==> config.mk <==
export PLATFORM = sky130hd
export DESIGN_NAME = fsm_kind_classifier
export DESIGN_NICKNAME = d
export VERILOG_FILES = /design/src/rtl/fkc_pkg.sv /design/src/rtl/fkc_lfsr.sv /design/src/rtl/fkc_settle_timer.sv /design/src/rtl/fsm_kind_classifier.sv
export SDC_FILE = /design/constraint.sdc
export NUM_CORES = 1
export LEC_CHECK = 0
export ABC_AREA = 1
export ABC_CLOCK_PERIOD_IN_PS = 3100
export BUFFER_PORTS_ARGS = -buffer_cell sky130_fd_sc_hd__buf_4
export CORE_MARGIN = 4
export CORE_UTILIZATION = 40
export DETAILED_ROUTE_END_ITERATION = 7
export HOLD_SLACK_MARGIN = 0.05
export SLEW_MARGIN = 30
export SYNTH_ARGS = -nofsm -noshare
export SYNTH_HDL_FRONTEND = slang
export SYNTH_HIERARCHICAL = 1
export SYNTH_SLANG_ARGS = --single-unit
==> constraint.sdc <==
create_clock -name clk -period 3.1 [get_ports clk]
set_clock_uncertainty 0.1 [all_clocks]
set_input_delay 0.775 -clock clk [delete_from_list [all_inputs] [get_ports clk]]
set_output_delay 0.775 -clock clk [all_outputs]
set_load 0.01 [all_outputs]
==> src/rtl/fkc_pkg.sv <==
package fkc_pkg;

    localparam int LFSR_W = 16;
    localparam logic [LFSR_W-1:0] LFSR_SAFE_SEED = 16'h0001;

    typedef enum logic [2:0] {
        ST_IDLE,
        ST_STIR,
        ST_STROBE,
        ST_REFER,
        ST_SWEEP,
        ST_DONE
    } fkc_state_e;

endpackage

==> src/rtl/fkc_lfsr.sv <==
module fkc_lfsr
    import fkc_pkg::*;
(
    input  logic              clk,
    input  logic              rst_n,
    input  logic              load,
    input  logic [LFSR_W-1:0] seed,
    input  logic              step,
    output logic [LFSR_W-1:0] q
);

    logic fb;

    // taps 16,14,13,11 of a maximal-length sequence
    assign fb = q[15] ^ q[13] ^ q[12] ^ q[10];

    always_ff @(posedge clk) begin
        if (!rst_n) begin
            q <= LFSR_SAFE_SEED;
        end else if (load) begin
            q <= (seed == '0) ? LFSR_SAFE_SEED : seed;
        end else if (step) begin
            q <= {q[LFSR_W-2:0], fb};
        end
    end

    // the register must never lock up in the all-zero state
    a_r7_lfsr_nonzero: assert property (@(posedge clk) disable iff (!rst_n)
        q != '0);

endmodule

==> src/rtl/fkc_settle_timer.sv <==
module fkc_settle_timer #(
    parameter int W = 8
) (
    input  logic         clk,
    input  logic         rst_n,
    input  logic         load,
    input  logic [W-1:0] load_val,
    output logic         expired
);

    logic [W-1:0] cnt_q;

    always_ff @(posedge clk) begin
        if (!rst_n) begin
            cnt_q <= '0;
        end else if (load) begin
            cnt_q <= load_val;
        end else if (cnt_q != '0) begin
            cnt_q <= cnt_q - 1'b1;
        end
    end

    assign expired = (cnt_q == '0);

endmodule

==> src/rtl/fsm_kind_classifier.sv <==
module fsm_kind_classifier
    import fkc_pkg::*;
#(
    parameter int IN_W  = 3,
    parameter int OUT_W = 4,
    parameter int CNT_W = 16,
    parameter int SET_W = 8
) (
    input  logic              clk,
    input  logic              rst_n,
    input  logic              start,
    input  logic [CNT_W-1:0]  max_rounds,
    input  logic [LFSR_W-1:0] seed,
    input  logic [SET_W-1:0]  settle_cycles,
    output logic [IN_W-1:0]   cut_in,
    output logic              cut_clk,
    input  logic [OUT_W-1:0]  cut_out,
    output logic              done,
    output logic              is_mealy,
    output logic [CNT_W-1:0]  decide_round
);

    localparam logic [IN_W-1:0]  LAST_WORD = {IN_W{1'b1}};
    localparam logic [CNT_W-1:0] ONE_ROUND = {{(CNT_W-1){1'b0}}, 1'b1};

    fkc_state_e         state_q, state_d;
    logic [IN_W-1:0]    word_q;
    logic [OUT_W-1:0]   ref_q;
    logic [CNT_W-1:0]   round_q;
    logic [CNT_W-1:0]   max_q;
    logic [SET_W-1:0]   settle_q;
    logic               mealy_q;
    logic [CNT_W-1:0]   decide_q;
    logic [LFSR_W-1:0]  rnd_q;

    logic               expired;
    logic               start_run;
    logic               sample_now;
    logic               mismatch;
    logic               word_wrap;
    logic               final_round;
    logic               timer_load;
    logic [SET_W-1:0]   timer_val;

    // ---------------- control decode ----------------
    always_comb begin
        start_run   = start && ((state_q == ST_IDLE) || (state_q == ST_DONE));
        sample_now  = (state_q == ST_SWEEP) && expired;
        mismatch    = sample_now && (cut_out != ref_q);
        word_wrap   = (word_q == LAST_WORD);
        final_round = (round_q >= max_q);
        timer_load  = start_run
                   || (state_q == ST_STROBE)
                   || ((state_q == ST_REFER) && expired)
                   || (sample_now && !mismatch && !(word_wrap && final_round));
        timer_val   = start_run ? settle_cycles : settle_q;
    end

    // ---------------- next state ----------------
    always_comb begin
        state_d = state_q;
        unique case (state_q)
            ST_IDLE:   if (start) state_d = ST_STIR;
            ST_STIR:   if (expired) state_d = ST_STROBE;
            ST_STROBE: state_d = ST_REFER;
            ST_REFER:  if (expired) state_d = ST_SWEEP;
            ST_SWEEP: begin
                if (sample_now) begin
                    if (mismatch) begin
                        state_d = ST_DONE;
                    end else if (word_wrap) begin
                        state_d = final_round ? ST_DONE : ST_STIR;
                    end
                end
            end
            ST_DONE:   if (start) state_d = ST_STIR;
            default:   state_d = ST_IDLE;
        endcase
    end

    // ---------------- state register ----------------
    always_ff @(posedge clk) begin
        if (!rst_n) begin
            state_q <= ST_IDLE;
        end else begin
            state_q <= state_d;
        end
    end

    // ---------------- datapath registers ----------------
    always_ff @(posedge clk) begin
        if (!rst_n) begin
            word_q   <= '0;
            ref_q    <= '0;
            round_q  <= '0;
            max_q    <= ONE_ROUND;
            settle_q <= '0;
            mealy_q  <= 1'b0;
            decide_q <= '0;
        end else begin
            if (start_run) begin
                round_q  <= ONE_ROUND;
                max_q    <= (max_rounds == '0) ? ONE_ROUND : max_rounds;
                settle_q <= settle_cycles;
                mealy_q  <= 1'b0;
                decide_q <= '0;
            end
            if (state_q == ST_STROBE) begin
                word_q <= '0;
            end
            if ((state_q == ST_REFER) && expired) begin
                ref_q  <= cut_out;
                word_q <= {{(IN_W-1){1'b0}}, 1'b1};
            end
            if (sample_now && !mismatch && !word_wrap) begin
                word_q <= word_q + 1'b1;
            end
            if (mismatch) begin
                mealy_q  <= 1'b1;
                decide_q <= round_q;
            end
            if (sample_now && !mismatch && word_wrap) begin
                if (final_round) begin
                    mealy_q  <= 1'b0;
                    decide_q <= round_q;
                end else begin
                    round_q <= round_q + 1'b1;
                end
            end
        end
    end

    // ---------------- sub-blocks ----------------
    fkc_lfsr u_lfsr (
        .clk   (clk),
        .rst_n (rst_n),
        .load  (start_run),
        .seed  (seed),
        .step  (state_q == ST_STROBE),
        .q     (rnd_q)
    );

    fkc_settle_timer #(.W(SET_W)) u_timer (
        .clk      (clk),
        .rst_n    (rst_n),
        .load     (timer_load),
        .load_val (timer_val),
        .expired  (expired)
    );

    // ---------------- outputs ----------------
    always_comb begin
        cut_in  = '0;
        cut_clk = 1'b0;
        done    = 1'b0;
        unique case (state_q)
            ST_IDLE:   cut_in = '0;
            ST_STIR:   cut_in = rnd_q[IN_W-1:0];
            ST_STROBE: begin
                cut_in  = rnd_q[IN_W-1:0];
                cut_clk = 1'b1;
            end
            ST_REFER:  cut_in = word_q;
            ST_SWEEP:  cut_in = word_q;
            ST_DONE:   done = 1'b1;
            default:   cut_in = '0;
        endcase
    end

    assign is_mealy     = mealy_q;
    assign decide_round = decide_q;

    // ---------------- assertions ----------------
    // a strobe is exactly one cycle wide
    a_r2_single_strobe: assert property (@(posedge clk) disable iff (!rst_n)
        cut_clk |=> !cut_clk);

    // word zero is presented right after every strobe
    a_r3_zero_after_strobe: assert property (@(posedge clk) disable iff (!rst_n)
        $fell(cut_clk) |-> (cut_in == '0));

    // no strobe once a verdict is out
    a_r4_quiet_when_done: assert property (@(posedge clk) disable iff (!rst_n)
        done |-> !cut_clk);

    // driven word stays put while the settle timer runs
    a_r5_hold_while_settling: assert property (@(posedge clk) disable iff (!rst_n)
        (((state_q == ST_STIR) || (state_q == ST_REFER) || (state_q == ST_SWEEP))
         && !expired) |=> $stable(cut_in));

    // verdict is held until the next start
    a_r8_verdict_held: assert property (@(posedge clk) disable iff (!rst_n)
        (done && !start) |=> (done && $stable(is_mealy) && $stable(decide_round)));

endmodule

# == Word level (Yosys, flattened, before mapping) ==
# Index checks and enable logic that the tools add are counted.
# word_totals
in_bits,47
register_bits,91
word_cells,89
out_inout_bits,22
# classes
n_bitwise,3
magnitude_cmp,1
addsub,3
reduce_logical,28
muxes,32
eq_ne,12
# op_table
op,count
2-to-1 mux 16 bit,11
logical NOT 16 bit,2
2-to-1 mux 3 bit,10
2-to-1 mux 8 bit,3
adder 16 x 1 -> 16 bit (second input constant),1
>= comparator 16 bit,1
one-hot mux 3 bit (5 select lines),1
== test 3 bit (second input constant),3
logical AND 1 bit,9
logical NOT 8 bit,1
nonzero test 8 bit,1
subtractor 8 x 1 -> 8 bit (second input constant),1
== test 3 x 2 -> 1 bit (second input constant),2
2-to-1 mux 1 bit,6
!= test 2 bit (second input constant),3
one-hot mux 3 bit (2 select lines),1
OR reduction 2 bit,3
AND reduction 5 bit,1
logical OR 1 bit,4
!= test 4 bit,1
nonzero test 2 bit,2
adder 3 x 1 -> 3 bit (second input constant),1
== test 3 x 1 -> 1 bit (second input constant),1
logical NOT 1 bit,3
other kinds (5),7

# == Depth between registers and ports, before layout ==
# logic_depth
word_depth,8
depth_mapped,18
ltp_nobuf,17

# == Modules after synthesis ==
# Netlist, hierarchy kept.
# modules_own_cells
module,area_each_um2,n_inst,cells_each
fsm_kind_classifier,3621.0,1,543
fkc_lfsr,883.3,1,123
fkc_settle_timer,478.0,1,70

# == Worst setup path after synthesis ==
# No wires, ideal clock.
# synth_timing
path_kind,register to output
start,reg state_q[2]
end,out cut_in[0]
arrival_ns,1.483
path_slack_ns,0.742
path_stages_with_launch,6
path_cell_list,dfxtp_1 -> nor3_1 -> inv_1 -> o21ai_0 -> nand2_1 -> o21ai_0
# synth_via
elab_chain_cells,3
# synth_lines
element,line_no,source
start: declaration,fsm_kind_classifier.sv:26,"fkc_state_e state_q, state_d;"
start signal: assignment,fsm_kind_classifier.sv:86,state_q <= state_d;
"== test 3 bit, or another cell as far along",fsm_kind_classifier.sv:156,unique case (state_q)
OR reduction 2 bit (no source line),-,
one-hot mux 3 bit (2 select lines) *,fsm_kind_classifier.sv:156,
end: declaration,fsm_kind_classifier.sv:15,"output logic [IN_W-1:0] cut_in,"
# Every way passes the cells marked *; elsewhere a longest branch is shown, timed or not.

# == Final worst setup path ==
# layout_timing
start,reg u_timer.cnt_q[0]
end,reg u_timer.cnt_q[2]
# layout_via
elab_chain_cells,8
# layout_lines
element,line_no,source
start: declaration,fkc_settle_timer.sv:11,logic [W-1:0] cnt_q;
start signal: assignment,fkc_settle_timer.sv:17,cnt_q <= load_val;
start signal: assignment,fkc_settle_timer.sv:19,cnt_q <= cnt_q - 1'b1;
logical NOT 8 bit *,fkc_settle_timer.sv:23,assign expired = (cnt_q == '0);
named net expired,fsm_kind_classifier.sv:36,logic expired;
logical AND 1 bit,fsm_kind_classifier.sv:48,sample_now = (state_q == ST_SWEEP) && expired;
logical AND 1 bit,fsm_kind_classifier.sv:49,mismatch = sample_now && (cut_out != ref_q);
logical NOT 1 bit,fsm_kind_classifier.sv:55,|| (sample_now && !mismatch && !(word_wrap && final_round));
logical AND 1 bit (2 in a row),fsm_kind_classifier.sv:55,
logical OR 1 bit *,fsm_kind_classifier.sv:55,
named net timer_load,fsm_kind_classifier.sv:42,logic timer_load;
2-to-1 mux 8 bit / nonzero test 2 bit (equally long branches),-,
# The timed path passes the listed nets; every way through them passes the cells marked *. The select of a mux whose other input is x is not followed.
# A chain may end at the register's enable or synchronous reset.

==> results.toml <==
[status]
outcome = "finished, final reports clean"

[synthesis]
synth_edf_count = 0
synth_flop_cell = "dfxtp_1"
ys_warn_count = 6
syn_area_um2 = 4982
synth_seq_cells = 91
synth_top_area_cell = "dfxtp_1"
netlist_instances = 736
yosys-top-cells-area = "dfxtp_1, nand2_1, nor2_1"
seq_area_frac_synth_pct = 36.56
synth.net_count = 803
ys_async_sr_fraction_pct = 0
synthDistinctLibCells = 40
synth_top_area_share_pct = 36.56
syn_avg_cell_area_um2 = 6.769

[pwr]
power_frac_seq_pct = 36.1
clockPowerShare_pct = 27.1
intPower_mw = 2.709
power_switching_mw = 1.585
vdd_ir_drop_max_mv = 0.4166
p_leak_nw = 2.754
comb_power_share_pct = 36.8
powerDensity_nw_per_um2 = 725.1
switching_share_pct = 36.92

[timing]
hold_violations = 0
fin_ws_ns = 0.4804
final-setup-viol-count = 0
slew_headroom_pct = 52.01
worst_slew_pin_slew_ns = 0.7154
fin_crit_sh_pct = 84.50
rsz0062_at_grt = "false"
min_period_ns = 2.620
tns_ns = 0
drv_slew = 0
max_clock_freq_mhz = 381.7

[setup_path]
crit_fanout = 9
critPathLaunch = "u_timer/cnt_q[0]"
r2r_start = "u_timer/cnt_q[0]"
arrival_ns = 2.75
criticalPathCategory = "reg -> reg"
r2r-end = "u_timer/cnt_q[2]"
crit_required_ns = 3.23
cp-end-kind = "flip-flop"
ff2ff_path_depth = 16
crit_end = "u_timer/cnt_q[2]"
start_kind = "flip-flop"
r2r_slack_ns = 0.48

[global_route]
grt_pass1_vias = 4551
grt_first_pass_wirelength_um = 20900
grt_usage_pct = 17.71
antenna_found_initial = 0
grt_overflow_total = 0
grt_max_degree = 62

[floorplan]
top_level_ports = 69
core_um2 = 12110
dieWidth_um = 119.6
rows = 40
fp.dieH_um = 119.6
start_util_pct = 41.14
die-area_um2 = 14310

[routing]
wl_per_cell_um = 12.78
post-route-drc-count = 0
vias = 4749
drtIter0Drc = 218
wirelength_um = 12370
vias_per_cell = 4.906
antenna_left = 0
first_pass_iters = 5

[finish]
multiInputGateArea_um2 = 2675
regArea_um2 = 1822
fin_area_um2 = 5922
area_growth_pct = 18.86
nets = 863
final_cells = 968
antenna_cells = 0
finalCoreUtilization_pct = 48.89
drive_gt1_share_pct = 16.13
fill_cells = 1242

[clock_network]
cts_resized = 0
ctsHoldBuffers = 0
cts_max_path_buffers = 2
post-cts-setup-buffer-count = 0
cts_sinks = 91
clock-root-buffer = "clkbuf_16"
cts_made_buffers = 9
clkLatencyLatePin_ns = 0.35
htreeDepth = 3
clk_transition_reported_paths_ns = 0.06
cts_tree = "done"

[place]
placed_cells = 953
dp_hpwl_um = 8953
dpl_cell_area_um2 = 5612
place_ws_ns = 0.4354
gp_congestion = 0.8815
portBuffers = 68

[run]
maxCapViolCount = 0

[hold_path]
min_path_type = "reg -> reg"
[how the worst min path moves through the flow]
| stage | depth (start not counted) | startpoint | to | slack [ns] |
|---|---|---|---|---|
| global route | 2 | u_lfsr/q[11] | u_lfsr/q[12] | 0.40 |
| detailed placement | 2 | max_q[12] | max_q[12] | 0.37 |
| CTS | 2 | ref_q[0] | ref_q[0] | 0.38 |
| finish | 2 | ref_q[0] | ref_q[0] | 0.37 |
| floorplan | 2 | max_q[10] | max_q[10] | 0.34 |
| global placement | 2 | ref_q[3] | ref_q[3] | 0.36 |
[through the flow]
stage	power (mW)	hold slack [ns]
2_1_floorplan	2.817	0.3430
3_3_place_gp	3.130	0.3584
3_5_place_dp	3.158	0.3657
4_1_cts	4.352	0.3761
5_1_grt	4.640	0.4022
6_report	4.294	0.3744
[cell type report]
cell class,instances,area share (%)
Inverter,87,5.641
Clock inverter,2,1.014
Timing Repair Buffer,76,9.634
Sequential cell,91,30.76
Tap cell,168,3.550
Clock buffer,13,4.226
Multi-Input combinational cell,531,45.17
[synth_stat cells, drive strengths merged (4+ instances only)]
master,n
o21ai,50
dfxtp,91
nand4,7
nand2,183
clkbuf,14
nor2,122
inv,84
nand3,46
xor2,4
or2,8
buf,13
a21oi,39
nor3,15
nor4,4
ha,20
a31oi,10
a211oi,13
[critical path: stages (launching register included)]
cell	delay, ns
dfxtp_1	0.31
inv_1	0.12
ha_1	0.24
nand2_2	0.13
nor2_8	0.20
inv_2	0.06
nor3_2	0.20
nand3_2	0.14
clkinv_1	0.12
nand2_1	0.11
nand3_1	0.09
nor2_1	0.04
o21ai_0	0.10
buf_4	0.20
inv_2	0.08
o21ai_0	0.19
nor3_1	0.07
[registers in the layout (all words and copies together) (netlist names)]
signal,flops
u_lfsr/q,16
decide_round,16
settle_q,8
word_q,3
state_q,3
ref_q,4
is_mealy,1
round_q,16
u_timer/cnt_q,8
max_q,16
[kinds of logic after synthesis]
| family | Yosys count | share of synthesized area, % |
|---|---|---|
| xor gates and xnor gates | 6 | 1.055 |
| DFF | 91 | 36.56 |
| AOI/OAI and AO/OA | 119 | 14.11 |
| adders and majority gates | 20 | 5.023 |
| buffers and inverters | 114 | 9.794 |
| and+or+nand+nor | 386 | 33.45 |
[power by group through the flow]
stage | Sequential (mW) | Clock [mW] | Combinational (mW)
2_1_floorplan | 1.54 | 0 | 1.28
3_3_place_gp | 1.57 | 0 | 1.56
3_5_place_dp | 1.57 | 0 | 1.58
4_1_cts | 1.55 | 1.21 | 1.60
5_1_grt | 1.58 | 1.24 | 1.82
6_report | 1.55 | 1.16 | 1.58
[per-layer routing]
layer	vias to the layer above	global-route usage, %	part of all wire, %
li1	2504	-	-
met1	2139	20.20	44
met2	88	32.06	50
met3	18	4.477	4.1
met4	0	6.084	1.7
met5	-	0	0
[cell usage in the layout, fill, tap and decap left out, drive strengths merged]
master and instances:
ha 20, inv 84, nand2 183, o21ai 50, nor4 4, dfxtp 91
nor2 122, xnor2 2, clkbuf 13, nand4 7, a31oi 10, xor2 4
a211oi 13, a21oi 39, clkinv 3, o211ai 2, bufinv 2, nand3b 1
o221ai 3, nor3 15, o21bai 2, buf 76, or2 8, nand3 46
Power figures use the tool's default switching activity.
